**config.mk**
```make
export PLATFORM = sky130hd
export DESIGN_NAME = sram_seq_ctrl
export DESIGN_NICKNAME = d
export VERILOG_FILES = /design/src/rtl/sram_ctl_pkg.sv /design/src/rtl/sram_phase_timer.sv /design/src/rtl/sram_strobe_gen.sv /design/src/rtl/sram_read_capture.sv /design/src/rtl/sram_seq_ctrl.sv
export SDC_FILE = /design/constraint.sdc
export NUM_CORES = 1
export LEC_CHECK = 0
export ABC_CLOCK_PERIOD_IN_PS = 5400
export BUFFER_PORTS_ARGS = -buffer_cell sky130_fd_sc_hd__buf_2
export CAP_MARGIN = 20
export CORE_AREA = 2 2 70 72
export CTS_CLUSTER_DIAMETER = 200
export DETAILED_ROUTE_END_ITERATION = 8
export DIE_AREA = 0 0 72 74
export PLACE_DENSITY = 0.76
export SYNTH_ARGS = -nofsm -noshare
export SYNTH_HDL_FRONTEND = slang
export SYNTH_HIERARCHICAL = 1
export SYNTH_SLANG_ARGS = --single-unit
```
**constraint.sdc**
```tcl
create_clock -name clk -period 5.4 [get_ports clk]
set_input_delay 0.81 -clock clk [delete_from_list [all_inputs] [get_ports clk]]
set_output_delay 0.81 -clock clk [all_outputs]
set_load 0.01 [all_outputs]
```
**src/rtl/sram_ctl_pkg.sv**
```systemverilog
package sram_ctl_pkg;

    typedef enum logic [2:0] {
        ST_IDLE   = 3'd0,
        ST_READ   = 3'd1,
        ST_WTURN  = 3'd2,
        ST_WPULSE = 3'd3,
        ST_WREC   = 3'd4
    } ctl_state_e;

    typedef struct packed {
        logic cs_n;
        logic oe_n;
        logic we_n;
        logic drive;
    } strobe_t;

    localparam strobe_t STROBE_IDLE = '{cs_n: 1'b1, oe_n: 1'b1, we_n: 1'b1, drive: 1'b0};

    // Whole cycles covering a nanosecond figure, at least one.
    function automatic int unsigned cyc_of(input int unsigned ns, input int unsigned period);
        int unsigned r;
        r = (ns + period - 1) / period;
        return (r == 0) ? 1 : r;
    endfunction

    function automatic int unsigned max2(input int unsigned a, input int unsigned b);
        return (a > b) ? a : b;
    endfunction

    function automatic strobe_t strobe_of(input ctl_state_e st);
        strobe_t s;
        s = STROBE_IDLE;
        case (st)
            ST_READ:   begin s.cs_n = 1'b0; s.oe_n = 1'b0; end
            ST_WTURN:  begin s.cs_n = 1'b0; end
            ST_WPULSE: begin s.cs_n = 1'b0; s.we_n = 1'b0; s.drive = 1'b1; end
            ST_WREC:   begin s.cs_n = 1'b0; s.drive = 1'b1; end
            default:   s = STROBE_IDLE;
        endcase
        return s;
    endfunction

endpackage

```
**src/rtl/sram_phase_timer.sv**
```systemverilog
module sram_phase_timer #(
    parameter int unsigned CNT_W = 4
) (
    input  logic             clk,
    input  logic             rst,
    input  logic             restart,
    output logic [CNT_W-1:0] elapsed
);
    always_ff @(posedge clk) begin
        if (rst || restart) begin
            elapsed <= '0;
        end else begin
            elapsed <= elapsed + 1'b1;
        end
    end
endmodule

```
**src/rtl/sram_strobe_gen.sv**
```systemverilog
module sram_strobe_gen
    import sram_ctl_pkg::*;
(
    input  logic       clk,
    input  logic       rst,
    input  ctl_state_e state_d,
    output logic       cs_n,
    output logic       oe_n,
    output logic       we_n,
    output logic       drive
);
    strobe_t strobe_q;

    // Pins come straight from flops so they cannot glitch.
    always_ff @(posedge clk) begin
        if (rst) begin
            strobe_q <= STROBE_IDLE;
        end else begin
            strobe_q <= strobe_of(state_d);
        end
    end

    assign cs_n  = strobe_q.cs_n;
    assign oe_n  = strobe_q.oe_n;
    assign we_n  = strobe_q.we_n;
    assign drive = strobe_q.drive;

    // write enable low only with chip select low and outputs disabled
    assert_write_oe_high_R5: assert property (@(posedge clk) disable iff (rst)
        !we_n |-> (oe_n && !cs_n));

    // the driver never fights the memory's outputs
    assert_no_contention_R6: assert property (@(posedge clk) disable iff (rst)
        drive |-> oe_n);
endmodule

```
**src/rtl/sram_read_capture.sv**
```systemverilog
module sram_read_capture #(
    parameter int unsigned DATA_W = 8
) (
    input  logic              clk,
    input  logic              rst,
    input  logic              capture,
    input  logic [DATA_W-1:0] dq_in,
    output logic [DATA_W-1:0] rd_data,
    output logic              rd_valid
);
    always_ff @(posedge clk) begin
        if (rst) begin
            rd_data  <= '0;
            rd_valid <= 1'b0;
        end else begin
            rd_valid <= capture;
            if (capture) begin
                rd_data <= dq_in;
            end
        end
    end

    // valid is a single-cycle pulse
    assert_rdvalid_pulse_R4: assert property (@(posedge clk) disable iff (rst)
        rd_valid |=> !rd_valid);
endmodule

```
**src/rtl/sram_seq_ctrl.sv**
```systemverilog
module sram_seq_ctrl
    import sram_ctl_pkg::*;
#(
    parameter int unsigned ADDR_W        = 17,
    parameter int unsigned DATA_W        = 8,
    parameter int unsigned CLK_PERIOD_NS = 20,
    parameter int unsigned T_RC_NS       = 15,
    parameter int unsigned T_AA_NS       = 15,
    parameter int unsigned T_WC_NS       = 15,
    parameter int unsigned T_WP_NS       = 12,
    parameter int unsigned T_AW_NS       = 12,
    parameter int unsigned T_DW_NS       = 7,
    parameter int unsigned TURN_CYC      = 1
) (
    input  logic              clk,
    input  logic              rst,
    input  logic              req_valid,
    input  logic              req_write,
    input  logic [ADDR_W-1:0] req_addr,
    input  logic [DATA_W-1:0] req_wdata,
    output logic              req_ready,
    output logic              busy,
    output logic [DATA_W-1:0] rd_data,
    output logic              rd_valid,
    output logic [ADDR_W-1:0] sram_addr,
    output logic              sram_cs_n,
    output logic              sram_oe_n,
    output logic              sram_we_n,
    output logic [DATA_W-1:0] sram_dq_out,
    output logic              sram_dq_oe,
    input  logic [DATA_W-1:0] sram_dq_in
);
    localparam int unsigned N_AA    = cyc_of(T_AA_NS, CLK_PERIOD_NS);
    localparam int unsigned N_RC    = cyc_of(T_RC_NS, CLK_PERIOD_NS);
    localparam int unsigned N_WC    = cyc_of(T_WC_NS, CLK_PERIOD_NS);
    localparam int unsigned N_WP    = cyc_of(T_WP_NS, CLK_PERIOD_NS);
    localparam int unsigned N_AW    = cyc_of(T_AW_NS, CLK_PERIOD_NS);
    localparam int unsigned N_DW    = cyc_of(T_DW_NS, CLK_PERIOD_NS);
    localparam int unsigned N_RD    = max2(N_AA, N_RC);
    localparam int unsigned N_TURN  = max2(TURN_CYC, 1);
    localparam int unsigned N_AWREM = (N_AW > N_TURN) ? (N_AW - N_TURN) : 1;
    localparam int unsigned N_PULSE = max2(max2(N_WP, N_DW), N_AWREM);
    localparam int unsigned N_REC   = (N_WC > N_TURN + N_PULSE + 1) ? (N_WC - N_TURN - N_PULSE) : 1;
    localparam int unsigned N_MAX   = max2(max2(N_RD, N_TURN), max2(N_PULSE, N_REC));
    localparam int unsigned CNT_W   = $clog2(N_MAX + 1);

    localparam logic [CNT_W-1:0] AA_M1    = CNT_W'(N_AA - 1);
    localparam logic [CNT_W-1:0] RD_M1    = CNT_W'(N_RD - 1);
    localparam logic [CNT_W-1:0] TURN_M1  = CNT_W'(N_TURN - 1);
    localparam logic [CNT_W-1:0] PULSE_M1 = CNT_W'(N_PULSE - 1);
    localparam logic [CNT_W-1:0] REC_M1   = CNT_W'(N_REC - 1);

    ctl_state_e        state_q, state_d;
    logic [CNT_W-1:0]  elapsed;
    logic              restart;
    logic              capture;
    logic              accept;
    logic [ADDR_W-1:0] addr_q;
    logic [DATA_W-1:0] wdata_q;

    assign busy      = (state_q != ST_IDLE);
    assign req_ready = !busy;
    assign accept    = req_valid && (state_q == ST_IDLE);

    always_comb begin
        state_d = state_q;
        capture = 1'b0;
        case (state_q)
            ST_IDLE: begin
                if (req_valid) begin
                    state_d = req_write ? ST_WTURN : ST_READ;
                end
            end
            ST_READ: begin
                capture = (elapsed == AA_M1);
                if (elapsed == RD_M1) begin
                    state_d = ST_IDLE;
                end
            end
            ST_WTURN: begin
                if (elapsed == TURN_M1) begin
                    state_d = ST_WPULSE;
                end
            end
            ST_WPULSE: begin
                if (elapsed == PULSE_M1) begin
                    state_d = ST_WREC;
                end
            end
            ST_WREC: begin
                if (elapsed == REC_M1) begin
                    state_d = ST_IDLE;
                end
            end
            default: state_d = ST_IDLE;
        endcase
    end

    assign restart = (state_d != state_q) || (state_q == ST_IDLE);

    always_ff @(posedge clk) begin
        if (rst) begin
            state_q <= ST_IDLE;
            addr_q  <= '0;
            wdata_q <= '0;
        end else begin
            state_q <= state_d;
            if (accept) begin
                addr_q  <= req_addr;
                wdata_q <= req_wdata;
            end
        end
    end

    assign sram_addr   = addr_q;
    assign sram_dq_out = wdata_q;

    sram_phase_timer #(.CNT_W(CNT_W)) u_timer (
        .clk     (clk),
        .rst     (rst),
        .restart (restart),
        .elapsed (elapsed)
    );

    sram_strobe_gen u_strobe (
        .clk     (clk),
        .rst     (rst),
        .state_d (state_d),
        .cs_n    (sram_cs_n),
        .oe_n    (sram_oe_n),
        .we_n    (sram_we_n),
        .drive   (sram_dq_oe)
    );

    sram_read_capture #(.DATA_W(DATA_W)) u_capture (
        .clk      (clk),
        .rst      (rst),
        .capture  (capture),
        .dq_in    (sram_dq_in),
        .rd_data  (rd_data),
        .rd_valid (rd_valid)
    );

    // idle means every strobe inactive and the bus released
    assert_idle_quiet_R1: assert property (@(posedge clk) disable iff (rst)
        !busy |-> (sram_cs_n && sram_oe_n && sram_we_n && !sram_dq_oe));

    // an accepted request makes the block busy on the next cycle
    assert_accept_busy_R8: assert property (@(posedge clk) disable iff (rst)
        (req_valid && req_ready) |=> busy);

    // address pins stay put while a sequence continues
    assert_addr_hold_R7: assert property (@(posedge clk) disable iff (rst)
        (busy && $past(busy)) |-> $stable(sram_addr));

    // the driver turns on only after output enable has been high a cycle
    assert_turnaround_R6: assert property (@(posedge clk) disable iff (rst)
        $rose(sram_dq_oe) |-> ($past(sram_oe_n) && sram_oe_n));
endmodule

```
; ---- Word level (Yosys, flattened, before mapping)
; Index checks and enable logic that the tools add are counted.
[word_totals]
reg_bits = 42
latchBits = 0
ramBits = 0
rom_bits = 0
in_bits = 37
output_inout_bits = 40
word_cells = 41
mem_count = 0
[op_classes]
n_addsub = 1
mul = 0
n_div = 0
order_cmp = 0
n_eq_ne = 9
n_shift = 0
n_mux = 11
bitwise_logic = 1
n_reduce_logical = 9
[ops]
columns = operator, count
row1 = == test 3 x 2 -> 1 bit (second input constant), 4
row2 = 2-to-1 mux 3 bit, 4
row3 = one-hot mux 3 bit (4 select lines), 1
row4 = == test 3 x 1 -> 1 bit (second input constant), 2
row5 = == test 3 bit (second input constant), 2
row6 = 2-to-1 mux 1 bit, 5
row7 = OR reduction 2 bit, 2
row8 = OR reduction 4 bit, 1
row9 = zero test 3 bit, 1
row10 = != test 3 bit, 1
row11 = nonzero test 3 bit, 1
row12 = logical OR 1 bit, 2
row13 = 2-to-1 mux 2 bit, 1
row14 = adder 1 bit (second input constant), 1
row15 = logical AND 1 bit, 1
row16 = zero test 1 bit, 1
row17 = inverter 1 bit, 1

; ---- Longest topological paths before layout
; Gate-level depths: netlist (run 1).
[depth]
word_depth = 6
depth_mapped = 5
ltp_nobuf = 4

; ---- By module
; Netlist (run 1), hierarchy kept.
[by_module_without_submodules]
columns = mod, instances, cells_each, area_each_um2, seq_area_each_um2
row1 = sram_seq_ctrl, 1, 132, 1342.5, 560.5
row2 = sram_read_capture, 1, 28, 312.8, 180.2
row3 = sram_strobe_gen, 1, 11, 132.6, 80.1
row4 = sram_phase_timer, 1, 2, 30.0, 20.0

; ---- Worst setup path after synthesis (run 1)
; OpenSTA, ideal clock, no wires.
[synth_timing]
path_kind = in2reg
start = input req_write
end = register u_strobe.strobe_q, in the netlist u_strobe/oe_n
setup_time_ns = 0.142
t_arrival_ns = 2.112
required_ns = 5.258
setup_slack_ns = 3.145
cell_stages = 3
path_buffers = 0
cell_sequence = or4b_4 > a31oi_1 > or4b_2
[synth_between]
elab_chain_len = 5
[synth_rtl]
columns = item, line
row1 = from (decl), sram_seq_ctrl.sv:18  ; input logic req_write,
row2 = 2-to-1 mux 2 bit, sram_seq_ctrl.sv:71  ; state_d = req_write ? ST_WTURN : ST_READ;
row3 = 2-to-1 mux 3 bit, sram_seq_ctrl.sv:70  ; if (req_valid) begin
row4 = one-hot mux 3 bit (4 select lines), sram_seq_ctrl.sv:68  ; case (state_q)
row5 = net state_d[0], sram_seq_ctrl.sv:53  ; ctl_state_e state_q, state_d;
row6 = == test 3 x 1 -> 1 bit, sram_ctl_pkg.sv:34  ; case (st)
row7 = 2-to-1 mux 1 bit, sram_ctl_pkg.sv:34
row8 = to (signal assigned), sram_strobe_gen.sv:19  ; strobe_q <= strobe_of(state_d);
row9 = to (decl), sram_strobe_gen.sv:12  ; strobe_t strobe_q;
; The timed path passes the listed nets, and every way through them passes these cells.
; A chain may end at the register's enable or synchronous reset.

; ---- Worst setup path in the final report (run 1)
[layout_timing]
start = register state_q[2]
end = output req_ready
[layout_between]
elab_chain_len = 2
[layout_rtl]
columns = item, line
row1 = from (decl), sram_seq_ctrl.sv:53
row2 = from (signal assigned), sram_seq_ctrl.sv:107  ; state_q <= state_d;
row3 = nonzero test 3 bit, sram_seq_ctrl.sv:61  ; assign busy = (state_q != ST_IDLE);
row4 = zero test 1 bit, sram_seq_ctrl.sv:62  ; assign req_ready = !busy;
row5 = to (decl), sram_seq_ctrl.sv:21  ; output logic req_ready,
; No other way between the ends.

==> results of run 1 <==
==> cells in the final DEF (no fill, tap or decap), types with 2 or more instances in the layout <==
cell type	synthesis	layout
mux2i_1	33	33
clkinv_2	0	2
nand2_1	3	3
nand2b_1	50	50
nor2_1	9	9
a21oi_1	2	2
a21boi_0	2	2
dfxtp_1	42	42
clkbuf_8	0	5
buf_2	0	76
or4bb_1	2	2
==> registers in the layout, indices dropped and copies added (netlist names) <==
name	cells
sram_addr	17
sram_dq_out	8
state_q	3
u_capture/rd_data	8
u_capture/rd_valid	1
u_strobe/cs_n	1
u_strobe/drive	1
u_strobe/oe_n	1
u_strobe/we_n	1
u_timer/elapsed	1
==> worst max path at each step <==
stage,from,end,depth (start not counted)
2_1_floorplan,req_write,u_strobe/oe_n$_SDFF_PP1_,3
3_3_place_gp,req_write,u_strobe/oe_n$_SDFF_PP1_,4
3_5_place_dp,req_write,u_strobe/oe_n$_SDFF_PP1_,4
4_1_cts,state_q[2]$_SDFF_PP0_,req_ready,3
5_1_grt,state_q[2]$_SDFF_PP0_,req_ready,3
6_report,state_q[2]$_SDFF_PP0_,req_ready,3
==> power groups by stage <==
stage	sequential [W]	clock [W]	combinational [W]
detailed placement	0.000350	0	0.000112
global placement	0.000350	0	0.000110
floorplan	0.000358	0	0.0000646
global route	0.000346	0.000260	0.000122
finish	0.000343	0.000240	0.000111
CTS	0.000344	0.000252	0.000112
==> per-layer routing <==
metal	GRT usage	vias up	wire, um
met1	0.151	595	1580
met4	0.0440	0	46
li1	-	720	-
met2	0.201	59	1330
met3	0.0610	6	328
met5	0	-	0
==> logic make-up (layout without fill, tap and decap cells) <==
logic type             after synthesis  after routing  share of synthesized area
AO/OA/AOI/OAI                        7              7                     0.0282
buffers and inverters               13             87                     0.0502
AND/OR/NAND/NOR                     78             78                      0.277
multiplexers                        33             33                      0.182
flip-flops                          42             42                      0.462
==> metrics by stage <==
step	hold slack [ns]	setup slack (ns)	utilization	instance area, um2	cells
finish	0.474	3.12	0.504	2320	301
global route	0.490	3.05	0.504	2320	301
CTS	0.476	3.10	0.502	2310	300
detailed placement	0.459	2.97	0.479	2200	292
global placement	0.456	3.00	0.479	2200	292
floorplan	0.470	3.15	-	1820	173
==> cell type report <==
class / instances / area (um2)
fillers: 413 / 2280
multi-input cells: 118 / 901
flip-flops and latches: 42 / 841
repair buffers: 78 / 395
clock buffers: 5 / 68.8
well taps: 54 / 67.6
clock inverters: 3 / 40.0
inverters: 1 / 3.75
==> worst reg2reg max path, delay by kind of cell, from the launching register on <==
family,cells,cell delay (ns)
and+or+nand+nor,2,1.13
DFF,1,0.53
AOI/OAI and AO/OA,1,0.29
==> results.toml, run 1 <==
[run_status]
outcome = "complete, no violations"

[final_layout]
final_nets = 283
area_growth_pct = 27.5
drive_above_1_share = 0.385
antennaDiodeCount = 0

[clock_network]
holdBufCountCts = 0
clk_path_buf_depth = 2
htreeDepth = 2
post_cts_buffers = 0
clk_latency_ns = 0.29
post_cts_resized = 0
root_buffer = "clkbuf_8"
clk_pin_slew_worst_paths_ns = 0.08
cts_made_buffers = 5
cts_tree = "yes"
clock_sinks = 42

[detailed_routing]
totalWireLength_mm = 3.29
wl_per_cell_um = 10.9
drt_iter0_drc = 58
dr.pass1.iters = 3
vias = 1380
drc = 0
drtAntennaViolNets = 0
avgViaCountPerCell = 4.58

[timing]
setup_viol_count_final = 0
setup_tns_ns = 0
worst_slew_pin_slew_ns = 0.855
slew_headroom = 0.430
fmax_ghz = 0.438
finalCritPeriodShare = 0.422
finClkSkew_ns = 0.00697
hold_viol = 0
slew_viol_final = 0
rsz0062_at_grt = "false"
min_period_ns = 2.28

[critical_path]
cp-end-kind = "output port"
arrival_ns = 1.47
crit_fanout = 10
crit_required_ns = 4.59
start_kind = "register"
rrSetupSlack_ns = 3.33
r2r-end = "u_strobe/oe_n$_SDFF_PP1_"
r2r_start = "state_q[1]$_SDFF_PP0_"
criticalPathCategory = "register to output port"
cp_num_buf_inv = 2
critPathTopFamily = "simple AND/OR/NAND/NOR gates"
path_cells = "or3_2, inv_1, buf_2"
r2r_cells = 3
max_stage_delay_ns = 0.57
cp_slowest_cell = "or3_2"

[die]
die_h_um = 74
rows = 25
coreArea_um2 = 4600
die_w_um = 72
start_util = 0.395
ios = 77
dieArea_um2 = 5330

[job]
max_cap_violations = 0

[synthesis]
synth.top_cells.by_area = "dfxtp_1, mux2i_1, nand2b_1, buf_6, nor2_1"
synth_flop_cell = "dfxtp_1"
syn_nets = 210
synth-edff-count = 0
syn-cell-area_um2 = 1820
yosysTopAreaCell = "dfxtp_1"
synth-async-reset-ratio = 0
yosys.cell_count.top_type = "nand2b_1"
ys_ff_latch = 42
synth_top_area_frac = 0.462
synth_commonest_cells = "nand2b_1, dfxtp_1, mux2i_1, nor2_1"
yosysUniqueCellTypes = 30
synthCells = 173
ys_warn_count = 6
synth_area_per_cell_um2 = 10.5
ys_seq_area_frac = 0.462

[pwr]
power_w = 0.000695
p_sw_frac = 0.244
netSwitchingPower_w = 0.000170
leakagePower_nw = 1.07
powerDensity_nw_per_um2 = 300
p_seq_frac = 0.494
vdd_drop_max_uv = 104
p_int_w = 0.000525
combPwrFrac = 0.160
clockPowerShare = 0.346

[grt]
grt_pass1_wl_mm = 5.29
grt.total_usage = 0.126
antenna_found_initial = 0
grt_pass1_vias = 1221
gr-total-overflow = 0
grt_max_degree = 68

[place]
place_congestion = 0.676
numPortBuffers = 76
hpwl_mm = 2.26

[worst_hold_path]
whs_path_depth = 2
min-delay-path-class = "register to register"
worstHoldStart = "sram_addr[6]$_SDFFE_PP0P_"
min_to = "sram_addr[6]$_SDFFE_PP0P_"
Power figures use the tool's default switching activity.
==> run 2: changes to the inputs <==
--- a/config.mk
+++ b/config.mk
@@ -5,14 +5,14 @@
 export SDC_FILE = /design/constraint.sdc
 export NUM_CORES = 1
 export LEC_CHECK = 0
-export ABC_CLOCK_PERIOD_IN_PS = 5400
+export ABC_CLOCK_PERIOD_IN_PS = 1880
 export BUFFER_PORTS_ARGS = -buffer_cell sky130_fd_sc_hd__buf_2
 export CAP_MARGIN = 20
 export CORE_AREA = 2 2 70 72
 export CTS_CLUSTER_DIAMETER = 200
 export DETAILED_ROUTE_END_ITERATION = 8
 export DIE_AREA = 0 0 72 74
-export PLACE_DENSITY = 0.76
+export PLACE_DENSITY = 0.78
 export SYNTH_ARGS = -nofsm -noshare
 export SYNTH_HDL_FRONTEND = slang
 export SYNTH_HIERARCHICAL = 1
==> constraint.sdc (replaced) <==
create_clock -name clk -period 1.88 [get_ports clk]
set_input_delay 0.282 -clock clk [delete_from_list [all_inputs] [get_ports clk]]
set_output_delay 0.282 -clock clk [all_outputs]
set_load 0.01 [all_outputs]
==> results.toml, run 2 (synthesis gave the netlist of run 1 again) <==
[detailed_routing]
drc = 0
totalWireLength_mm = 3.59
avgViaCountPerCell = 4.74
wl_per_cell_um = 11.6
drt_iter0_drc = 47
vias = 1464
dr.pass1.iters = 4
drtAntennaViolNets = 0

[clock_network]
clock_sinks = 42
root_buffer = "clkbuf_8"
cts_tree = "yes"
cts_made_buffers = 5
clk_path_buf_depth = 2
htreeDepth = 2
clk_latency_ns = 0.29
holdBufCountCts = 0
clk_pin_slew_worst_paths_ns = 0.08

[timing]
hold_viol = 0
setup_viol_count_final = 0
slew_headroom = 0.663
min_period_ns = 1.82
slew_viol_final = 0
worst_slew_pin_slew_ns = 0.505
finClkSkew_ns = 0.00561
fmax_ghz = 0.550
setup_tns_ns = 0
finalCritPeriodShare = 0.968

[worst_hold_path]
min-delay-path-class = "input port to register"

[final_layout]
layout_commonest_cell = "buf_2"
final_cell_area_um2 = 2390
area_growth_pct = 31.2
drive_above_1_share = 0.424
antennaDiodeCount = 0
largest_reg_flops = 17
final_util = 0.519
final_cell_mix = "buf_2, nand2b_1, dfxtp_1"
final_nets = 291

[grt]
grt.total_usage = 0.139
grt_max_degree = 40
antenna_found_initial = 0
gr-total-overflow = 0
grt_pass1_vias = 1340
grt_pass1_wl_mm = 5.76

[pwr]
netSwitchingPower_w = 0.000503
p_seq_frac = 0.508
p_int_w = 0.00143
clockPowerShare = 0.311
vdd_drop_max_uv = 356
leakagePower_nw = 1.11
p_sw_frac = 0.260
powerDensity_nw_per_um2 = 810
power_w = 0.00193
combPwrFrac = 0.181

[die]
rows = 25
die_w_um = 72
start_util = 0.395
ios = 77
dieArea_um2 = 5330
coreArea_um2 = 4600
die_h_um = 74

[place]
placed_area_um2 = 2270
hpwl_mm = 2.60
numPortBuffers = 76
place_congestion = 0.791

[job]
max_cap_violations = 0

[critical_path]
max_stage_delay_ns = 0.52
criticalPathCategory = "register to register"
arrival_ns = 2.00
cp_slowest_cell = "or4bb_1"
path_cells = "buf_4, or4bb_1, nand2_1, or4b_4, a21boi_1"
cp-end-kind = "register"
start_kind = "register"
crit_required_ns = 2.06
crit_fanout = 7

[run_status]
outcome = "complete, no violations"
run 2: cell count changes in the layout (fill, tap and decap cells not counted), sizes merged:
| cell | before | now |
|---|---|---|
| buf | 77 | 86 |
| bufinv | 1 | 0 |
| clkinv | 2 | 1 |
| clkinvlp | 0 | 1 |
run 2: path summary, 6_finish.rpt:
check | startpoint | end | slack [ns] | cells after the start
min reg2reg | sram_addr[3]$_SDFFE_PP0P_ | sram_addr[3]$_SDFFE_PP0P_ | 0.47 | 2
max reg2reg | state_q[1]$_SDFF_PP0_ | u_strobe/cs_n$_SDFF_PP1_ | 0.06 | 5
max | state_q[1]$_SDFF_PP0_ | u_strobe/cs_n$_SDFF_PP1_ | 0.06 | 5
min | sram_dq_in[5] | u_capture/rd_data[5]$_SDFFE_PP0P_ | 0.22 | 3
run 2: metrics by stage:
step                      instances  hold slack, ns  worst slack, ns
after floorplan                 173           0.353          0.00825
after global placement          301           0.456           0.0757
after detailed placement        301           0.463           0.0443
after CTS                       309           0.216           0.0346
after global routing            309           0.239         -0.00405
final                           309           0.223           0.0603
run 2: layer usage:
| metal | share of wire | vias to the layer above | wire length [um] | GRT usage |
|---|---|---|---|---|
| met3 | 0.063 | 7 | 226 | 0.0366 |
| met2 | 0.48 | 49 | 1720 | 0.240 |
| met5 | 0 | - | 0 | 0 |
| li1 | - | 737 | - | - |
| met1 | 0.44 | 671 | 1570 | 0.159 |
| met4 | 0.021 | 0 | 76 | 0.0755 |
run 2: what timing repair did:
| action | CTS | global route |
|---|---|---|
| resized for setup | 0 | 6 |
| endpoints found under the setup margin | 0 | 2 |
| setup buffers | 0 | 0 |
run 2: worst max-delay path, delay by kind of cell, from the launching register on:
| family | cells | cell delay (ns) |
|---|---|---|
| buffers and inverters | 1 | 0.16 |
| DFF | 1 | 0.34 |
| and+or+nand+nor | 3 | 1.07 |
| AOI/OAI and AO/OA | 1 | 0.14 |
run 2: power groups by stage:
stage          Combinational (W)  Sequential [W]  Clock [W]
6_report                0.000350        0.000982   0.000602
5_1_grt                 0.000387        0.000989   0.000653
4_1_cts                 0.000352        0.000981   0.000622
3_5_place_dp            0.000352         0.00100          0
3_3_place_gp            0.000344        0.000999          0
2_1_floorplan           0.000187         0.00103          0
run 2: final cells by class:
cell class	count	area (um2)
fill	443	2210
multi-input combinational	118	920
sequential	42	845
timing repair buffer	86	455
clock buffer	6	82.6
tap	54	67.6
clock inverter	2	12.5
inverter	1	3.75
